### src/rtl/can_xcvr_pkg.sv
package can_xcvr_pkg;
  typedef enum logic [1:0] {
    MODE_OFF    = 2'd0,
    MODE_SLEEP  = 2'd1,
    MODE_LISTEN = 2'd2,
    MODE_ACTIVE = 2'd3
  } xcvr_mode_e;
endpackage

### src/rtl/can_mode_fsm.sv
module can_mode_fsm
  import can_xcvr_pkg::*;
(
  input  logic       clk,
  input  logic       rst_n,
  input  logic       vcc_low,
  input  logic       sleep_req,
  input  logic       tx_enable,
  input  logic       tx_bit,
  input  logic       err,
  output xcvr_mode_e mode
);
  xcvr_mode_e mode_q, mode_d;
  logic       go_active;

  // guarded entry: transmitter recessive and no error pending
  assign go_active = tx_enable & tx_bit & ~err;

  always_comb begin
    mode_d = mode_q;
    if (vcc_low) begin
      mode_d = MODE_OFF;
    end else begin
      unique case (mode_q)
        MODE_OFF:    mode_d = MODE_SLEEP;
        MODE_SLEEP: begin
          if (!sleep_req) begin
            if (go_active)       mode_d = MODE_ACTIVE;
            else if (!tx_enable) mode_d = MODE_LISTEN;
          end
        end
        MODE_LISTEN: begin
          if (sleep_req)      mode_d = MODE_SLEEP;
          else if (go_active) mode_d = MODE_ACTIVE;
        end
        MODE_ACTIVE: begin
          if (sleep_req)               mode_d = MODE_SLEEP;
          else if (!tx_enable || err)  mode_d = MODE_LISTEN;
        end
        default: mode_d = MODE_OFF;
      endcase
    end
  end

  always_ff @(posedge clk or negedge rst_n) begin
    if (!rst_n) mode_q <= MODE_OFF;
    else        mode_q <= mode_d;
  end

  assign mode = mode_q;
endmodule

### src/rtl/can_wake_filter.sv
module can_wake_filter #(
  parameter int WAKE_CYC = 8,
  parameter int TOUT_CYC = 40
) (
  input  logic clk,
  input  logic rst_n,
  input  logic in_sleep,
  input  logic bus_dom,
  output logic wake
);
  localparam int CNT_W = $clog2(TOUT_CYC + 1);
  localparam logic [CNT_W-1:0] WAKE_LAST = CNT_W'(WAKE_CYC - 1);
  localparam logic [CNT_W-1:0] TOUT_LAST = CNT_W'(TOUT_CYC - 1);
  localparam logic [CNT_W-1:0] TOUT_MAX  = CNT_W'(TOUT_CYC);

  logic [CNT_W-1:0] cnt_q, cnt_d;
  logic             flag_q, flag_d;
  logic             run, cnt_en;

  assign run    = in_sleep & bus_dom;
  assign cnt_en = run & (cnt_q != TOUT_MAX);

  always_comb begin
    cnt_d = cnt_q;
    if (!run)        cnt_d = '0;
    else if (cnt_en) cnt_d = cnt_q + CNT_W'(1);
  end

  always_comb begin
    flag_d = flag_q;
    if (!in_sleep)                        flag_d = 1'b0;
    else if (bus_dom && cnt_q == TOUT_LAST) flag_d = 1'b0;
    else if (bus_dom && cnt_q == WAKE_LAST) flag_d = 1'b1;
  end

  always_ff @(posedge clk or negedge rst_n) begin
    if (!rst_n) begin
      cnt_q  <= '0;
      flag_q <= 1'b0;
    end else begin
      cnt_q  <= cnt_d;
      flag_q <= flag_d;
    end
  end

  assign wake = flag_q;
endmodule

### src/rtl/can_path_mux.sv
module can_path_mux
  import can_xcvr_pkg::*;
(
  input  xcvr_mode_e mode,
  input  logic       tx_bit,
  input  logic       bus_dom,
  input  logic       wake,
  output logic       tx_dom,
  output logic       rx_bit
);
  always_comb begin
    tx_dom = 1'b0;
    rx_bit = 1'b1;
    unique case (mode)
      MODE_ACTIVE: begin
        tx_dom = ~tx_bit;
        rx_bit = ~bus_dom;
      end
      MODE_LISTEN: rx_bit = ~bus_dom;
      MODE_SLEEP:  rx_bit = ~wake;
      default:     rx_bit = 1'b1;
    endcase
  end
endmodule

### src/rtl/can_xcvr_mode_ctrl.sv
module can_xcvr_mode_ctrl
  import can_xcvr_pkg::*;
#(
  parameter int WAKE_CYC = 8,
  parameter int TOUT_CYC = 40
) (
  input  logic       clk,
  input  logic       rst_n,
  input  logic       vcc_low_i,
  input  logic       sleep_req_i,
  input  logic       tx_enable_i,
  input  logic       tx_bit_i,
  input  logic       err_i,
  input  logic       bus_dom_i,
  output logic [1:0] mode_o,
  output logic       tx_dom_o,
  output logic       rx_bit_o
);
  logic [1:0] rst_pipe;
  logic       rst_sn;
  xcvr_mode_e mode;
  logic       wake;

  always_ff @(posedge clk or negedge rst_n) begin
    if (!rst_n) rst_pipe <= 2'b00;
    else        rst_pipe <= {rst_pipe[0], 1'b1};
  end
  assign rst_sn = rst_pipe[1];

  can_mode_fsm u_fsm (
    .clk       (clk),
    .rst_n     (rst_sn),
    .vcc_low   (vcc_low_i),
    .sleep_req (sleep_req_i),
    .tx_enable (tx_enable_i),
    .tx_bit    (tx_bit_i),
    .err       (err_i),
    .mode      (mode)
  );

  can_wake_filter #(.WAKE_CYC(WAKE_CYC), .TOUT_CYC(TOUT_CYC)) u_wake (
    .clk      (clk),
    .rst_n    (rst_sn),
    .in_sleep (mode == MODE_SLEEP),
    .bus_dom  (bus_dom_i),
    .wake     (wake)
  );

  can_path_mux u_mux (
    .mode    (mode),
    .tx_bit  (tx_bit_i),
    .bus_dom (bus_dom_i),
    .wake    (wake),
    .tx_dom  (tx_dom_o),
    .rx_bit  (rx_bit_o)
  );

  assign mode_o = mode;
endmodule

### config.mk
export PLATFORM = sky130hd
export DESIGN_NAME = can_xcvr_mode_ctrl
export DESIGN_NICKNAME = d
export VERILOG_FILES = /design/src/rtl/can_xcvr_pkg.sv /design/src/rtl/can_mode_fsm.sv /design/src/rtl/can_wake_filter.sv /design/src/rtl/can_path_mux.sv /design/src/rtl/can_xcvr_mode_ctrl.sv
export SDC_FILE = /design/constraint.sdc
export NUM_CORES = 1
export LEC_CHECK = 0
export ABC_AREA = 1
export BUFFER_PORTS_ARGS = -buffer_cell sky130_fd_sc_hd__buf_2
export CAP_MARGIN = 25
export CORE_UTILIZATION = 30
export DETAILED_ROUTE_END_ITERATION = 8
export GPL_ROUTABILITY_DRIVEN = 0
export GPL_TIMING_DRIVEN = 0
export PLACE_DENSITY_LB_ADDON = 0.3
export SKIP_CTS_REPAIR_TIMING = 1
export SLEW_MARGIN = 10
export SYNTH_ARGS = -nofsm -noshare
export SYNTH_HDL_FRONTEND = slang
export SYNTH_SLANG_ARGS = --single-unit
### constraint.sdc
create_clock -name clk -period 0.8 [get_ports clk]
set_input_delay 0 -clock clk [delete_from_list [all_inputs] [get_ports clk]]
set_output_delay 0 -clock clk [all_outputs]
set_load 0.02 [all_outputs]
==> metrics.txt <==
top cell type by total area after synthesis dfrtp_1; Fill cells between 200 and 250; initial antenna violation count 0; number of remaining DRC errors 0; main combinational cell family by area after synthesis simple AND/OR/NAND/NOR gates; row cnt 16; synthesized-area fraction occupied by adder cells 0.03976; Max clock buf depth 2; final setup margin -393.3 ps; pwr/cell area ~1900 nW/um2; critical path's slowest cell dfrtp_2; layout cell share with drive strength beyond 1 0.4815; violated checks setup timing; Max Slew Vio Count 0; Final Critical Period roughly 1200 ps; via count between 500 and 600; TritonCTS clock tree yes; area grow syn2layout 51.69%; Power Internal between 0.001 and 0.0015 W; Fin. Hold Viols 0; Setup crit start kind flip-flop; Core ar. about 2000 um2; Switching Share 0.3445; Core Util, Final 0.4866; Routed wire per std cell roughly 9.0 um; commonest non-fill, non-tap cell in the layout inv_1; Place WS -392.5 ps; largest cells by area after synthesis dfrtp_1 44%, inv_1 9.5%, nand2_1 8.9%; r2r setup slk -370 ps; port bufs 11; critical-path cell list inv_4, nand2_4, o22ai_2, inv_2, buf_6; register area share after synthesis 0.4374; number of global-route vias before repair ~440; Crit. End Element output port; clock power share 0.208; Post-Route WL 1.221 mm; syn_area_per_cell 7.583 um2; Die W approximately 48 um; post-layout net count 119; commonest non-fill, non-tap cells in the layout 12 x inv_1, 11 x nand2_1, 9 x nor2_1, 9 x dfrtp_1; worst skew pair latency roughly 270 ps; register area between 200 and 300 um2; Sequential Power Share 0.379; first-pass GRT wire length ~1.7 mm; GRT Overall Usage 0.1169; synthesized area approximately 630 um2; WS Path Type reg2out; initial core utilization 0.3208; root buffer cell clkbuf_4; largest net degree at the start of global routing 10; Synth Area in XOR/XNOR 0.01392; status finished, violations left; placed cell areas approximately 760 um2; LEAKAGE 0.4504 nW; Max stage delay on crit path ~450 ps; Yosys Warn Count 0; post-synthesis cell type count 23; total of max-cap violations 0; antenna viol nets, final 0; Final HPWL DP approximately 860 um; Die H roughly 48 um; period utilization 1.492; Synth Area in Compound Gates 0.08946; # clock sinks 11; H-Tree Depth 1; RSZ-0062 raised after global routing true; n_diodes 0; Starting DRT DRC Count 13; Synth top area share 0.4374; Synth Net Count 93; worst-path maximum fanout 4; Num CTS Buffers 3; multi-input gate area in the final layout between 300 and 400 um2; IO Pins 12; Arr. time, crit path between 1000 and 1500 ps; share of total power in combinational logic 0.413; DRT Pass-1 Iters 4; Vias/cell about 4.2; flops & latches, synth 11; grt ovf 0; mux contribution to synthesized area 0; Layout Skew around 0.49 ps; final instance area 954.7 um2; fmax 838.0 MHz; final setup vio count 13; Post-Synthesis Cells 83; highest ir drop seen on vdd approximately 0.001 V; CTS clk-pin slew, worst paths roughly 70 ps; P_sw approximately 0.00063 W; WP buf/inv 3; Simple-Gate Fraction of Synth Area 0.3062; die area approximately 2300 um2; Hold Path Class in2async; Final Hold Slack about 43 ps; family with the most delay on the worst path flip-flops; CP required 800 ps
==> worst register-to-register path: cells and delay by family (launching register included) <==
family          cells  cell delay (ps)
simple gates        3              260
compound gates      1              110
flops               1              420
fa+ha+maj           1              130
buf+inv             2              150
==> through the flow <==
stage,std cells,setup TNS [ps],total power [W]
6_report,135,-3574,0.001821
5_1_grt,135,-4388,0.001953
4_1_cts,125,-3431,0.001484
3_5_place_dp,121,-2423,0.001093
3_3_place_gp,121,-2346,0.001095
2_1_floorplan,83,-1875,0.0009820
==> per-layer routing <==
| layer | share of wire | GRT usage | vias up |
|---|---|---|---|
| met4 | 0.015 | 0.05000 | 0 |
| li1 | - | - | 308 |
| met3 | 0.043 | 0.05660 | 5 |
| met2 | 0.47 | 0.1676 | 10 |
| met1 | 0.47 | 0.1495 | 246 |
| met5 | 0 | 0 | - |
==> cell type report <==
class / instances / area share
inverter: 18 / 0.07471
clock inverter: 1 / 0.005242
clock buffer: 3 / 0.02359
sequential: 11 / 0.2910
multi-input combinational: 54 / 0.3932
tap: 27 / 0.03539
timing repair buffer: 21 / 0.1769
==> kinds of logic after synthesis <==
| family | count (synthesis) |
|---|---|
| and+or+nand+nor | 40 |
| buffers and inverters | 18 |
| adders and majority gates | 2 |
| xor gates and xnor gates | 1 |
| other | 1 |
| AOI/OAI and AO/OA | 10 |
| DFF | 11 |
==> power groups by stage <==
stage / Clock [W] / Sequential [W] / Combinational, W
2_1_floorplan: 0 / 0.000717 / 0.000265
3_3_place_gp: 0 / 0.000696 / 0.000399
3_5_place_dp: 0 / 0.000695 / 0.000398
4_1_cts: 0.000401 / 0.000684 / 0.000399
5_1_grt: 0.000437 / 0.000695 / 0.000821
6_report: 0.000379 / 0.000690 / 0.000752
==> synth_stat cells <==
| master | n |
|---|---|
| nand2_1 | 15 |
| ha_1 | 2 |
| a21oi_1 | 2 |
| o21ai_0 | 3 |
| o21bai_1 | 1 |
| inv_1 | 16 |
| conb_1 | 1 |
| nor2_4 | 1 |
| o21a_1 | 1 |
| clkinv_1 | 1 |
| nand4_1 | 1 |
| nand3_2 | 1 |
| nand2_2 | 2 |
| xor2_1 | 1 |
| o21ai_1 | 2 |
| nor2_1 | 11 |
| nor3_1 | 1 |
| dfrtp_1 | 11 |
| nor4_2 | 1 |
| nand3_1 | 5 |
| inv_2 | 1 |
| o22ai_1 | 1 |
| nor2_2 | 2 |
==> sequential cells by signal (all words and copies together), names as in the netlist <==
name,cells
u_wake.cnt_q,6
rst_pipe,2
u_wake.wake,1
u_fsm.mode,2
==> path summary, 6_finish.rpt <==
path,from,end,cells past startpoint
setup reg to reg,u_wake.cnt_q[0]$_DFFE_PN0P_,u_wake.cnt_q[0]$_DFFE_PN0P_,7
hold / removal,rst_n,rst_pipe[1]$_DFF_PN0_,2
setup / recovery,u_fsm.mode[1]$_DFFE_PN0P_,rx_bit_o,5
max in group asynchronous,rst_pipe[1]$_DFF_PN0_,u_fsm.mode[1]$_DFFE_PN0P_,0
min in group clk,bus_dom_i,u_wake.cnt_q[1]$_DFFE_PN0P_,3
hold reg to reg,rst_pipe[1]$_DFF_PN0_,u_wake.cnt_q[5]$_DFFE_PN0P_,0
Note: power is estimated with default switching activity, not from simulation.
